**config.mk**
```make
export PLATFORM = sky130hd
export DESIGN_NAME = rr_swap_ctrl
export DESIGN_NICKNAME = d
export VERILOG_FILES = /design/src/rtl/rrs_pkg.sv /design/src/rtl/rrs_datapath.sv /design/src/rtl/rrs_ctrl.sv /design/src/rtl/rr_swap_ctrl.sv
export SDC_FILE = /design/constraint.sdc
export NUM_CORES = 1
export LEC_CHECK = 0
export ABC_AREA = 1
export BUFFER_PORTS_ARGS = -buffer_cell sky130_fd_sc_hd__buf_2
export CAP_MARGIN = 20
export CORE_ASPECT_RATIO = 2
export CORE_MARGIN = 5
export CORE_UTILIZATION = 36
export CTS_CLUSTER_DIAMETER = 60
export DETAILED_ROUTE_END_ITERATION = 10
export GPL_TIMING_DRIVEN = 0
export HOLD_SLACK_MARGIN = 0.08
export PLACE_DENSITY = 0.56
export SLEW_MARGIN = 20
export SYNTH_ARGS = -nofsm -noshare
export SYNTH_HDL_FRONTEND = slang
export SYNTH_HIERARCHICAL = 1
export SYNTH_SLANG_ARGS = --single-unit
```
**constraint.sdc**
```tcl
create_clock -name clk -period 4.22 [get_ports clk]
set_input_delay 0.211 -clock clk [delete_from_list [all_inputs] [get_ports clk]]
set_output_delay 0.211 -clock clk [all_outputs]
set_load 0.02 [all_outputs]
```
**src/rtl/rrs_pkg.sv**
```systemverilog
package rrs_pkg;

  typedef enum logic [2:0] {
    S_IDLE,
    S_STOP,
    S_KICK,
    S_XFER,
    S_RST,
    S_START
  } seqState_t;

  typedef struct packed {
    logic freezeOn;
    logic freezeOff;
    logic gateOn;
    logic gateOff;
    logic kick;
    logic rstLoad;
    logic tmrRun;
    logic setErr;
    logic finish;
  } seqStrobes_t;

endpackage

```
**src/rtl/rrs_datapath.sv**
```systemverilog
module rrs_datapath
  import rrs_pkg::*;
#(
  parameter int RST_CYCLES  = 4,
  parameter int ACK_TIMEOUT = 32
) (
  input  logic        clk,
  input  logic        rstN,
  input  seqStrobes_t stb,
  output logic        rstLast,
  output logic        timeout,
  output logic        freeze,
  output logic        memClkEn,
  output logic        regionRst,
  output logic        xferStart,
  output logic        done,
  output logic        error
);
  localparam int RW = $clog2(RST_CYCLES + 1);
  localparam int TW = $clog2(ACK_TIMEOUT + 1);
  localparam logic [RW-1:0] RST_LOAD = RW'(RST_CYCLES);
  localparam logic [TW-1:0] TMR_LAST = TW'(ACK_TIMEOUT - 1);

  logic [RW-1:0] rstCnt;
  logic [TW-1:0] tmr;
  logic          freezeQ, gateQ, kickQ, doneQ, errQ;

  always_ff @(posedge clk) begin
    if (!rstN) begin
      freezeQ <= 1'b0;
      gateQ   <= 1'b0;
      kickQ   <= 1'b0;
      doneQ   <= 1'b0;
      errQ    <= 1'b0;
      rstCnt  <= '0;
      tmr     <= '0;
    end else begin
      if (stb.freezeOn)       freezeQ <= 1'b1;
      else if (stb.freezeOff) freezeQ <= 1'b0;
      if (stb.gateOn)         gateQ   <= 1'b1;
      else if (stb.gateOff)   gateQ   <= 1'b0;
      kickQ <= stb.kick;
      doneQ <= stb.finish;
      if (stb.setErr)         errQ    <= 1'b1;
      if (stb.rstLoad)        rstCnt  <= RST_LOAD;
      else if (rstCnt != '0)  rstCnt  <= rstCnt - 1'b1;
      if (!stb.tmrRun)        tmr     <= '0;
      else if (tmr != TMR_LAST) tmr   <= tmr + 1'b1;
    end
  end

  assign rstLast   = (rstCnt == RW'(1));
  assign timeout   = (tmr == TMR_LAST);
  assign freeze    = freezeQ;
  assign memClkEn  = ~gateQ;
  assign regionRst = (rstCnt != '0);
  assign xferStart = kickQ;
  assign done      = doneQ;
  assign error     = errQ;

  p_xfer_frozen_r4: assert property (@(posedge clk) disable iff (!rstN)
    xferStart |-> (freeze && !memClkEn));
  p_xfer_pulse_r4: assert property (@(posedge clk) disable iff (!rstN)
    xferStart |=> !xferStart);
  p_rst_gated_r5: assert property (@(posedge clk) disable iff (!rstN)
    regionRst |-> (freeze && !memClkEn));
  p_done_pulse_r7: assert property (@(posedge clk) disable iff (!rstN)
    done |=> !done);
  p_err_sticky_r11: assert property (@(posedge clk) disable iff (!rstN)
    error |=> error);
endmodule

```
**src/rtl/rrs_ctrl.sv**
```systemverilog
module rrs_ctrl
  import rrs_pkg::*;
(
  input  logic        clk,
  input  logic        rstN,
  input  logic        devReady,
  input  logic        swapReq,
  input  logic        stopAck,
  input  logic        startAck,
  input  logic        xferDone,
  input  logic        xferErr,
  input  logic        rstLast,
  input  logic        timeout,
  output seqStrobes_t stb,
  output logic        stopReq,
  output logic        startReq,
  output logic        busy
);
  seqState_t state, nextState;

  always_ff @(posedge clk) begin
    if (!rstN) state <= S_IDLE;
    else       state <= nextState;
  end

  always_comb begin
    stb       = '0;
    nextState = state;
    unique case (state)
      S_IDLE:  if (swapReq && devReady) nextState = S_STOP;
      S_STOP: begin
        if (stopAck) begin
          stb.freezeOn = 1'b1;
          stb.gateOn   = 1'b1;
          nextState    = S_KICK;
        end else if (timeout) begin
          stb.setErr   = 1'b1;
          stb.freezeOn = 1'b1;
          stb.gateOn   = 1'b1;
          nextState    = S_IDLE;
        end else begin
          stb.tmrRun = 1'b1;
        end
      end
      S_KICK: begin
        stb.kick  = 1'b1;
        nextState = S_XFER;
      end
      S_XFER: begin
        if (xferErr) begin
          stb.setErr = 1'b1;
          nextState  = S_IDLE;
        end else if (xferDone) begin
          stb.rstLoad = 1'b1;
          nextState   = S_RST;
        end
      end
      S_RST: begin
        if (rstLast) begin
          stb.freezeOff = 1'b1;
          stb.gateOff   = 1'b1;
          nextState     = S_START;
        end
      end
      S_START: begin
        if (startAck) begin
          stb.finish = 1'b1;
          nextState  = S_IDLE;
        end else if (timeout) begin
          stb.setErr   = 1'b1;
          stb.freezeOn = 1'b1;
          stb.gateOn   = 1'b1;
          nextState    = S_IDLE;
        end else begin
          stb.tmrRun = 1'b1;
        end
      end
      default: nextState = S_IDLE;
    endcase
  end

  assign stopReq  = (state == S_STOP);
  assign startReq = (state == S_START);
  assign busy     = (state != S_IDLE);

  p_reject_r1: assert property (@(posedge clk) disable iff (!rstN)
    (!busy && swapReq && !devReady) |=> !busy);
  p_accept_r1: assert property (@(posedge clk) disable iff (!rstN)
    (!busy && swapReq && devReady) |=> (busy && stopReq));
  p_stop_drop_r2: assert property (@(posedge clk) disable iff (!rstN)
    (stopReq && stopAck) |=> !stopReq);
  p_start_drop_r7: assert property (@(posedge clk) disable iff (!rstN)
    (startReq && startAck) |=> (!startReq && !busy));
endmodule

```
**src/rtl/rr_swap_ctrl.sv**
```systemverilog
module rr_swap_ctrl
  import rrs_pkg::*;
#(
  parameter int RST_CYCLES  = 4,
  parameter int ACK_TIMEOUT = 32
) (
  input  logic clk,
  input  logic rstN,
  input  logic devReady,
  input  logic swapReq,
  output logic busy,
  output logic done,
  output logic error,
  output logic stopReq,
  input  logic stopAck,
  output logic freeze,
  output logic memClkEn,
  output logic regionRst,
  output logic startReq,
  input  logic startAck,
  output logic xferStart,
  input  logic xferDone,
  input  logic xferErr
);
  seqStrobes_t stb;
  logic        rstLast, timeout;

  rrs_ctrl u_ctrl (
    .clk(clk), .rstN(rstN), .devReady(devReady), .swapReq(swapReq),
    .stopAck(stopAck), .startAck(startAck), .xferDone(xferDone),
    .xferErr(xferErr), .rstLast(rstLast), .timeout(timeout), .stb(stb),
    .stopReq(stopReq), .startReq(startReq), .busy(busy)
  );

  rrs_datapath #(.RST_CYCLES(RST_CYCLES), .ACK_TIMEOUT(ACK_TIMEOUT)) u_dp (
    .clk(clk), .rstN(rstN), .stb(stb), .rstLast(rstLast), .timeout(timeout),
    .freeze(freeze), .memClkEn(memClkEn), .regionRst(regionRst),
    .xferStart(xferStart), .done(done), .error(error)
  );

  p_start_unfrozen_r6: assert property (@(posedge clk) disable iff (!rstN)
    startReq |-> (!freeze && memClkEn));
endmodule

```
==> Yosys cells after proc, flatten, opt, wreduce, memory -nomap -nowiden <==
Index checks and enable logic that the tools add are counted.
{ "op_classes": {"n_bitwise": 2, "eq_ne": 11, "muxes": 29, "add_sub_neg": 2, "n_lt_le_gt_ge": 0, "n_div": 0, "n_mul": 0, "n_reduce_logical": 10, "shifts": 0} }
{ "op_table": {"columns": ["op", "n"], "rows": [
  ["$mux W3", 9],
  ["$pmux W3 S6", 1],
  ["$mux W1", 14],
  ["$add A6 B1 Y6 const B", 1],
  ["$eq A3 B1 Y1 const B", 2],
  ["$eq A3 B2 Y1 const B", 2],
  ["$eq A3 B3 Y1 const B", 2],
  ["$eq A6 B5 Y1 const B", 1],
  ["$ne A6 B5 Y1 const B", 1],
  ["$reduce_bool A3 Y1", 2],
  ["$mux W2", 2],
  ["$pmux W1 S2", 2],
  ["$reduce_and A2 Y1", 2],
  ["$reduce_bool A2 Y1", 2],
  ["$logic_not A3 Y1", 1],
  ["$ne A3 B3 Y1 const B", 1],
  ["$pmux W1 S3", 1],
  ["$reduce_and A3 Y1", 1],
  ["$sub A3 B1 Y3 const B", 1],
  ["$ne A2 B1 Y1 const B", 1],
  ["$ne A2 B2 Y1 const B", 1],
  ["$not A1 Y1", 2],
  ["$reduce_or A2 Y1", 1],
  ["$logic_and A1 B1 Y1", 1]
]} }
{ "word_totals": {"mem_bits_rw": 0, "latchBits": 0, "word_cells": 62, "out_inout_bits": 9, "register_bits": 16, "romBits": 0, "input_bits": 8, "memories": 0} }

==> Longest topological paths before layout <==
{ "depth": {"depth_word": 5, "ltp_mapped": 10} }

==> Cells and area by module <==
The synthesis kept the hierarchy.
{ "by_module_without_submodules": {"columns": ["mod", "n_inst", "cells_per_inst", "area_each_um2"], "rows": [
  ["rrs_datapath", 1, 88, 638.1],
  ["rrs_ctrl", 1, 58, 324.1]
]} }

==> Worst setup path before layout <==
OpenSTA, ideal clock, no wires.
{ "synth_path": {"path_type": "register to register", "startpoint": "reg u_dp.tmr[1]", "endpoint": "reg u_dp.tmr[4]", "t_arrival_ps": 1327, "synth_period_minus_slack_ps": 1445, "required_ps": 4102, "setup_slack_ps": 2775, "path_stages_with_launch": 11, "cell_sequence": "dfxtp_1 > ha_1 > nand3_2 > nor2_4 > nor2_1 > nand2_2 > nand2_1 > nand2_1 > inv_1 > o21ai_0 > nor2_1"} }
{ "synth_lines": {"columns": ["item", "line_no", "text"], "rows": [
  ["start, declared", "rrs_datapath.sv:25", "logic [TW-1:0] tmr;"],
  ["start signal, assigned", "rrs_datapath.sv:48", "else if (tmr != TMR_LAST) tmr <= tmr + 1'b1;"]
]} }

==> impl_metrics.ini <==
[outcome]
status = complete, no violations

[synth]
synth_xor_area_share_pct = 0.9103
synth_top_family_by_area = simple AND/OR/NAND/NOR gates
syn-cell-area_um2 = 962.2
syn_area_per_cell_um2 = 6.590
async_flop_share_pct = 0
netlist_instances = 146
yosysSeqAreaShare_pct = 35.37
synth_adder_area_share_pct = 5.202
synthSimpleGateAreaFrac_pct = 37.19
syn_nets = 158
synth_compound_area_share_pct = 8.062
synth_top_area_share_pct = 35.37
ys_ff_latch = 17
yosys_warnings = 6
synth_edf_count = 0
synth_cell_type_count = 22
synthMuxAreaShare_pct = 0
synth.area.top_cells = dfxtp_1 35%, nand2_1 12%, nor2_1 11%
yosys.area.top_type = dfxtp_1
synth_flop_cell = dfxtp_1

[power]
p_per_area_nw_per_um2 = 391.2
leakagePower_nw = 0.5609
intPower_uw = 290.2
pwr-share-seq_pct = 43.8
p_clk_share_pct = 26.9
switching_share_pct = 33.98
switching_power_uw = 149.4
power.ir.vdd_worst_mv = 0.2884
combPwrFrac_pct = 29.3

[sta]
period_share_pct = 40.00
setup_ws_ns = 2.532
rsz0062_at_grt = false
finalCriticalPeriod_ns = 1.688
setup_viol = 0
fmax_ghz = 0.5924
worstMarginPinSlew_ns = 0.2756
skew_ns = 0.005028
final_hold_viol_count = 0
maxSlewHeadroom_pct = 81.49
finalSetupTns_ns = 0
maxSlewViolCount = 0

[critical_path]
critPathKind = reg -> reg
worstRegToRegCells = 10
reg2reg_setup_slack_ns = 2.53
regToRegStartpoint = u_dp/tmr[1]$_SDFFE_PN0P_
endpoint_kind = flip-flop
critPathLaunchType = flip-flop
worstReg2RegEnd = u_dp/tmr[4]$_SDFFE_PN0P_
required_ns = 4.35
crit_fanout = 10
critical_path.startpoint = u_dp/tmr[1]$_SDFFE_PN0P_
crit_end = u_dp/tmr[4]$_SDFFE_PN0P_
crit_arrival_ns = 1.82

[finish]
num_antenna_cells = 0
final_layout_size_suffix_gt1_share_pct = 21.08
fin_nets = 179
syn_to_final_growth_pct = 16.78

[floorplanning]
io_pins = 17
die_w_um = 46.56
num_rows = 26
start_util_pct = 37.44
dieArea_um2 = 3869
core_um2 = 2570
die_h_um = 83.11

[detailed_routing]
ant_nets = 0
via_per_inst = 4.680
post-route-drc-count = 0
drt_iter0_markers = 40
vias = 908
drt-total-wl_um = 2058
dr.pass1.iters = 4
wire_per_inst_um = 10.61

[placement]
dp_slack_ns = 2.523
io_buffers = 16
hpwl_um = 1714
place_congestion = 0.8429

[flow_run]
drv_cap = 0

[clocking]
ctsHoldBuffers = 0
cts_sinks = 17
numCtsBuffers = 3
clock_latency_ns = 0.25
post_cts_resize_count = 0
path_clk_slew_ns = 0.07
cts_root_buf = clkbuf_8
cts_tree = done
h-tree-depth = 1
postCtsSetupBuffers = 0
ctsLongestPathBuffers = 2

[global_routing]
grt_start_max_net_pins = 11
grt_pass1_wl_um = 3574
grt_pass1_vias = 867
antenna_found_initial = 0
grt.total_usage_pct = 11.81
grt_overflow = 0

[hold_path]
min_from = rstN
hold_class = in -> reg
-- synthesized netlist by cell type (2+ instances only) --
master / number
a21oi_1: 5
a21oi_2: 2
buf_4: 2
dfxtp_1: 17
ha_1: 4
inv_1: 25
inv_2: 2
nand2_1: 32
nand2_2: 3
nand3_1: 8
nor2_1: 28
nor2_2: 2
nor2_4: 2
nor3_1: 3
o21ai_0: 4
-- cell usage in the layout (no fill, tap or decap), drive strengths merged --
cell,instances
nor2,32
nand3,9
nor3,3
clkinv,1
a211oi,1
o21bai,1
dfxtp,17
clkbuf,3
inv,27
o21ai,4
xnor2,1
ha,4
nand2,35
buf,19
nand3b,1
a21oi,7
nand4,1
-- worst max-delay path, stage by stage, from the launching register on --
cell	delay [ns]
dfxtp_1	0.40
ha_1	0.26
nand3_2	0.11
nor2_4	0.22
nor2_1	0.09
nand2_2	0.08
nand2_1	0.05
nand2_1	0.11
inv_1	0.10
o21ai_0	0.10
nor2_1	0.06
-- power by group through the flow --
stage                     logic (mW)  registers, mW  clock network, mW
final                          0.129          0.193              0.118
after global routing           0.151          0.194              0.126
after CTS                      0.130          0.192              0.122
after detailed placement       0.130          0.195                  0
after global placement         0.126          0.195                  0
after floorplan               0.0955          0.194                  0
-- area by class of cell --
cell class	instances	area (um2)
repair buffers	16	80.08
clock buffers	3	41.29
fillers	288	1446
multi-input cells	99	494.2
flip-flops and latches	17	340.3
clock inverters	1	5.005
well taps	28	35.03
plain buffers	3	26.28
inverters	27	101.3
-- registers in the layout, summed over array words and instances (netlist names) --
name,count
u_dp/done,1
u_dp/rstCnt,3
u_dp/freeze,1
u_dp/error,1
u_dp/xferStart,1
u_ctrl/state,3
u_dp/gateQ,1
u_dp/tmr,6
-- through the flow --
step | area (um2) | hold slack [ns] | power, mW | std cells | util, %
6_report | 1124 | 0.2533 | 0.4396 | 194 | 43.72
4_1_cts | 1124 | 0.2577 | 0.4441 | 194 | 43.72
3_3_place_gp | 1077 | 0.4544 | 0.3209 | 190 | 41.92
5_1_grt | 1124 | 0.2676 | 0.4707 | 194 | 43.72
3_5_place_dp | 1077 | 0.4699 | 0.3250 | 190 | 41.92
2_1_floorplan | 962.2 | 0.3045 | 0.2893 | 146 | -
-- how the worst min path moves through the flow --
stage,endpoint,cells past startpoint
6_report,u_ctrl/state[1]$_SDFFE_PN0P_,3
5_1_grt,u_dp/done$_SDFF_PN0_,3
3_5_place_dp,u_dp/error$_SDFFE_PN0P_,2
2_1_floorplan,u_dp/done$_SDFF_PN0_,2
3_3_place_gp,u_dp/error$_SDFFE_PN0P_,2
4_1_cts,u_dp/done$_SDFF_PN0_,3
-- layer usage --
metal | part of all wire, % | routed length (um) | vias to the layer above | GRT usage, %
li1 | - | - | 482 | -
met1 | 37 | 771 | 401 | 13.16
met2 | 56 | 1156 | 23 | 21.73
met3 | 5.4 | 112 | 2 | 1.082
met4 | 0.92 | 19 | 0 | 3.368
met5 | 0 | 0 | - | 0
-- kinds of logic (layout without fill, tap and decap cells) --
| logic type | count (synthesis) | in the layout |
|---|---|---|
| xor gates and xnor gates | 1 | 1 |
| AOI/OAI and AO/OA | 13 | 13 |
| adders and majority gates | 4 | 4 |
| and+or+nand+nor | 81 | 81 |
| buffers and inverters | 30 | 50 |
| DFF | 17 | 17 |
No activity file was read; power rests on OpenSTA's default activity.
